`src/rtl/cdt_pkg.sv`:
```
package cdt_pkg;
  localparam int SHIFT_W = 3;
  localparam int PRE_W   = (1 << SHIFT_W) - 1;
  localparam int CTRL_W  = 18;
  localparam int VEC_W   = 8;
  localparam int MASK_BIT = 16;
  localparam int REP_BIT  = 17;
  localparam logic [3:0]        DIV_KEEP  = 4'hB;
  localparam logic [CTRL_W-1:0] CTRL_KEEP = 18'h300FF;
  localparam logic [CTRL_W-1:0] CTRL_RST  = 18'h10000;

  function automatic logic [SHIFT_W-1:0] code_to_shift(input logic [2:0] code);
    return code + 3'd1;
  endfunction
endpackage

```
`src/rtl/cdt_prescaler.sv`:
```
module cdt_prescaler
  import cdt_pkg::*;
(
  input  logic               clk,
  input  logic               rst_n,
  input  logic               restart,
  input  logic [SHIFT_W-1:0] shift,
  output logic               tick
);
  logic [PRE_W-1:0] pre_q;
  logic [PRE_W-1:0] sel_mask;

  assign sel_mask = ~({PRE_W{1'b1}} << shift);
  assign tick     = ((pre_q & sel_mask) == sel_mask);

  always_ff @(posedge clk or negedge rst_n) begin
    if (!rst_n)       pre_q <= '0;
    else if (restart) pre_q <= '0;
    else              pre_q <= pre_q + 1'b1;
  end
endmodule

```
`src/rtl/cdt_downcount.sv`:
```
module cdt_downcount #(
  parameter int CNT_W = 32
) (
  input  logic             clk,
  input  logic             rst_n,
  input  logic             restart,
  input  logic [CNT_W-1:0] load_val,
  input  logic             tick,
  input  logic             repeat_mode,
  output logic [CNT_W-1:0] count,
  output logic [CNT_W-1:0] start_q,
  output logic             expire
);
  localparam logic [CNT_W-1:0] ONE = CNT_W'(1);

  logic running;
  assign running = (start_q != '0);
  assign expire  = !restart && tick && running && (count == ONE);

  always_ff @(posedge clk or negedge rst_n) begin
    if (!rst_n) begin
      count   <= '0;
      start_q <= '0;
    end else if (restart) begin
      count   <= load_val;
      start_q <= load_val;
    end else if (tick && running) begin
      if (count != '0)      count <= count - ONE;
      else if (repeat_mode) count <= start_q;
    end
  end
endmodule

```
`src/rtl/cdt_timer.sv`:
```
module cdt_timer
  import cdt_pkg::*;
#(
  parameter int CNT_W = 32
) (
  input  logic              clk,
  input  logic              rst_n,
  input  logic              div_we,
  input  logic [3:0]        div_wdata,
  input  logic              ctrl_we,
  input  logic [17:0]       ctrl_wdata,
  input  logic              init_we,
  input  logic [CNT_W-1:0]  init_wdata,
  output logic [3:0]        div_cfg,
  output logic [17:0]       ctrl_word,
  output logic [CNT_W-1:0]  cur_count,
  output logic              irq_valid,
  output logic [7:0]        irq_vector
);
  logic [3:0]        div_q;
  logic [CTRL_W-1:0] ctrl_q;
  logic [SHIFT_W-1:0] shift;
  logic              tick;
  logic              expire;
  logic [CNT_W-1:0]  init_q;
  logic              ctrl_masked;
  logic              ctrl_periodic;

  assign ctrl_masked   = ctrl_q[MASK_BIT];
  assign ctrl_periodic = ctrl_q[REP_BIT];
  assign shift         = code_to_shift({div_q[3], div_q[1:0]});
  assign div_cfg       = div_q;
  assign ctrl_word     = ctrl_q;

  always_ff @(posedge clk or negedge rst_n) begin
    if (!rst_n) begin
      div_q  <= '0;
      ctrl_q <= CTRL_RST;
    end else begin
      if (div_we)  div_q  <= div_wdata & DIV_KEEP;
      if (ctrl_we) ctrl_q <= ctrl_wdata & CTRL_KEEP;
    end
  end

  cdt_prescaler u_pre (
    .clk     (clk),
    .rst_n   (rst_n),
    .restart (init_we),
    .shift   (shift),
    .tick    (tick)
  );

  cdt_downcount #(.CNT_W(CNT_W)) u_cnt (
    .clk         (clk),
    .rst_n       (rst_n),
    .restart     (init_we),
    .load_val    (init_wdata),
    .tick        (tick),
    .repeat_mode (ctrl_periodic),
    .count       (cur_count),
    .start_q     (init_q),
    .expire      (expire)
  );

  always_ff @(posedge clk or negedge rst_n) begin
    if (!rst_n) begin
      irq_valid  <= 1'b0;
      irq_vector <= '0;
    end else begin
      irq_valid <= expire && !ctrl_masked;
      if (expire) irq_vector <= ctrl_q[VEC_W-1:0];
    end
  end
endmodule

```
`config.mk`:
```
export PLATFORM = sky130hd
export DESIGN_NAME = cdt_timer
export DESIGN_NICKNAME = d
export VERILOG_FILES = /design/src/rtl/cdt_pkg.sv /design/src/rtl/cdt_prescaler.sv /design/src/rtl/cdt_downcount.sv /design/src/rtl/cdt_timer.sv
export SDC_FILE = /design/constraint.sdc
export NUM_CORES = 1
export LEC_CHECK = 0
export BUFFER_PORTS_ARGS = -buffer_cell sky130_fd_sc_hd__buf_2
export CAP_MARGIN = 10
export CORE_UTILIZATION = 49
export CTS_CLUSTER_SIZE = 10
export DETAILED_ROUTE_END_ITERATION = 7
export PLACE_DENSITY = 0.8
export SYNTH_ARGS = -nofsm -noshare
export SYNTH_HDL_FRONTEND = slang
export SYNTH_HIERARCHICAL = 1
export SYNTH_SLANG_ARGS = --single-unit
```
`constraint.sdc`:
```
create_clock -name clk -period 2.3 [get_ports clk]
set_input_delay 0.345 -clock clk [delete_from_list [all_inputs] [get_ports clk]]
set_output_delay 0.345 -clock clk [all_outputs]
set_load 0.05 [all_outputs]
```
==> impl_metrics.ini <==
[setup_path]
worstSetupStartpointType = flop
worstSetupPathType = flop to flop
crit_path_cell_trace = ha_4, xor2_2, a21o_1, a222oi_1, buf_4, o21ai_4, or2_4, or3_4, o311ai_4
timing.reg2reg.worst_path_depth = 9
critical_path.max_fanout = 5
worst_path_largest_cell_delay_ns = 0.43
critPathSlowestCell = sky130_fd_sc_hd__dfrtp_2
worst-path-buf-inv = 1
critical_path_arrival_ns = 2.93
regToRegEndpoint = u_cnt/count[22]
cp.required_ns = 2.57
worst_r2r_startpoint = div_cfg[0]
worst_path_dominant_cell_family = compound AO/OA/AOI/OAI gates
worst-r2r-setup-slack_ns = -0.36
type_of_element_capturing_the_critical_path = flop

[sta]
period_minus_slack_ns = 2.664
rsz0062_at_grt = yes
layout_worst_path_cycle_share_pct = 115.8
final_critical_path_setup_slack_ns = -0.3643
clock_skew_ns = 0.007189
setup_viol = 41
final_hold_viol_count = 0
final_max_slew_viol_count = 0
fin_setup_tns_ns = -9.367
achievable-frequency_mhz = 375.3
fin_hold_ws_ns = 0.1922

[power_and_ir_drop]
part_of_the_power_in_registers_pct = 45.0
pwr-share-clk_pct = 25.6
cellInternalPower_mw = 2.771
max-vdd-ir-drop_v = 0.0003689
power_density_mw_per_mm2 = 645.9
p_sw_share_pct = 35.32
static-leakage-power_nw = 3.012
combinationalPowerShare_pct = 29.4
net_switching_power_of_the_design_mw = 1.513

[final_layout]
synthToLayoutAreaGrowth_pct = 33.39
multiInputGateArea_sq_mm = 0.002599
fillers = 795
seqCellArea_sq_mm = 0.002344
final_core_utilization_pct = 67.55
drive_above_1_share_pct = 44.98
final_nets = 725
diodes = 0

[run_status]
status = finished, violations left
violated_checks = negative setup slack

[placement]
numPortBuffers = 103
dpl_worst_slack_ns = -0.3101
place.detailed.hpwl_um = 9716
gp_congestion = 0.8975

[synthesis]
syn-cell-area_sq_mm = 0.004972
syn-instance-count = 489
synth_compound_area_share_pct = 16.51
synth_mux_area_share_pct = 9.436
synthesis.area_per_instance_sq_um = 10.17
synth_flop_cell = sky130_fd_sc_hd__dfrtp_1
synth.most_common_cell = sky130_fd_sc_hd__dfrtp_1
synthesis.yosys.warnings = 6
synth_commonest_cells = sky130_fd_sc_hd__dfrtp_1 (92), sky130_fd_sc_hd__nor2_1 (41), sky130_fd_sc_hd__o21ai_0 (40)
synthXorXnorAreaFrac_pct = 1.057
post-synth-top-area-cell = sky130_fd_sc_hd__dfrtp_1
synth-edff-count = 0
largest_family_of_logic_cells_by_synthesized_area = simple AND/OR/NAND/NOR gates
synthSimpleGateAreaFrac_pct = 18.57
synth_cell_types = 62
synth-seq-cells = 93
synthArstFlopShare_pct = 100.0
synth_fa_ha_area_share_pct = 1.007
yosys.area.top_type_share_pct = 46.30
synth.yosys.seq_area_share_pct = 46.83
netlist_top_cells_area = sky130_fd_sc_hd__dfrtp_1 (46%), sky130_fd_sc_hd__mux2_4 (5.4%), sky130_fd_sc_hd__o21ai_0 (4.0%)

[detailed_routing]
route.antenna.remaining_nets = 0
post_drt_via_cell_ratio = 5.828
drt-total-wl_um = 14020
dr.first_iter.drc_count = 317
drt_first_pass_iters = 5
remaining_drc_errors = 0
routed-via-count = 4662
routedWlPerCell_um = 17.52

[cts]
cts.clk_slew.worst_paths_ns = 0.09
cts_tree = built
clock-sinks = 93
cts_inserted_buffers = 9
cts_root_buffer = sky130_fd_sc_hd__clkbuf_8
clockBufferDepth = 2
insertion_delay_ns = 0.37
cts-htree-levels = 3

[die]
std_cell_rows = 36
dieArea_sq_mm = 0.01055
floorplan.die.width_um = 102.7
start_util_pct = 50.64
core-area_sq_mm = 0.009819
floorplan.die.height_um = 102.7
io_pins = 122

[grt]
globalRouteTotalUtil_pct = 27.19
grt_start_max_net_pins = 86
antenna_found_initial = 0
globalRoute.totalOverflow = 0
first_global_vias = 4486
wire_length_of_the_first_global_routing_pass_um = 21820

[min_path]
hold-path-cell-count = 3
timing.hold.worst_endpoint = u_cnt/count[5]
worst_hold_path_type = input pin to flop
hold_start = init_wdata[5]

[flow_run]
drv_cap = 0
-- power groups by stage --
stage	sequential (mW)	combinational (mW)	clock, mW
floorplan	2.24	0.445	0
global placement	1.94	1.14	0
detailed placement	1.95	1.17	0
CTS	1.92	1.21	1.11
global route	1.94	1.34	1.18
finish	1.93	1.26	1.10
-- cells in the final DEF (no fill, tap or decap), types with 13 or more instances in the layout --
| cell type | n |
|---|---|
| sky130_fd_sc_hd__buf_2 | 102 |
| sky130_fd_sc_hd__buf_4 | 73 |
| sky130_fd_sc_hd__dfrtp_1 | 80 |
| sky130_fd_sc_hd__inv_1 | 29 |
| sky130_fd_sc_hd__mux2_2 | 15 |
| sky130_fd_sc_hd__mux2_4 | 18 |
| sky130_fd_sc_hd__nand2_1 | 37 |
| sky130_fd_sc_hd__nor2_1 | 40 |
| sky130_fd_sc_hd__nor3_1 | 13 |
| sky130_fd_sc_hd__nor4_1 | 13 |
| sky130_fd_sc_hd__o21ai_0 | 38 |
-- cell type report --
class,instances,share of cell area (%)
tap,133,2.509
multi-input combinational,342,39.18
sequential,93,35.33
clock inverter,5,0.7546
timing repair buffer,186,18.39
inverter,30,1.698
clock buffer,11,2.132
-- kinds of logic (layout without fill, tap and decap cells) --
kind of cell,Yosys count,count (layout)
other cells,1,9
compound gates,122,122
xor+xnor,6,6
simple gates,164,165
flops,93,93
mux,36,36
buf+inv,63,232
fa+ha+maj,4,4
-- stage by stage --
stage	power [mW]	area, sq um	cells
finish	4.284	6633	800
global route	4.458	6633	800
CTS	4.243	6516	799
detailed placement	3.121	6202	778
global placement	3.086	6202	778
floorplan	2.684	5105	497
-- flip-flops by register name, summed over array words and instances, names as in the netlist --
register / count
u_cnt/count: 32
ctrl_word: 10
u_cnt/start_q: 32
irq_valid: 1
u_pre/pre_q: 7
irq_vector: 8
div_cfg: 3
-- worst max-delay path by stage --
stage	cells after the start	to	startpoint
5_1_grt	9	u_cnt/count[22]	div_cfg[0]
4_1_cts	9	u_cnt/count[22]	div_cfg[0]
2_1_floorplan	10	u_cnt/count[26]	div_cfg[0]
6_report	9	u_cnt/count[22]	div_cfg[0]
3_3_place_gp	10	irq_vector[4]	div_cfg[0]
3_5_place_dp	10	irq_vector[4]	div_cfg[0]
-- worst register-to-register path: stages (launching register included) --
cell,delay [ns]
sky130_fd_sc_hd__dfrtp_2,0.43
sky130_fd_sc_hd__ha_4,0.17
sky130_fd_sc_hd__xor2_2,0.17
sky130_fd_sc_hd__a21o_1,0.18
sky130_fd_sc_hd__a222oi_1,0.40
sky130_fd_sc_hd__buf_4,0.19
sky130_fd_sc_hd__o21ai_4,0.09
sky130_fd_sc_hd__or2_4,0.32
sky130_fd_sc_hd__or3_4,0.36
sky130_fd_sc_hd__o311ai_4,0.27
-- timing repair --
action                                 4_1_cts  5_1_grt
setup endpoints to repair                   41       41
endpoints found under the hold margin       30        0
hold buffers                                 1        0
resized for setup                           17       21
setup buffers                                3        0
pin swaps                                    2        9
gates cloned                                 1        1
-- routing by layer --
metal,global-route usage [%],vias to the layer above,share of wire [%]
li1,-,2133,-
met1,35.92,2290,43
met4,10.94,0,1.8
met3,5.424,27,6.3
met2,44.10,212,49
met5,0,-,0
Note: power is estimated with default switching activity, not from simulation.
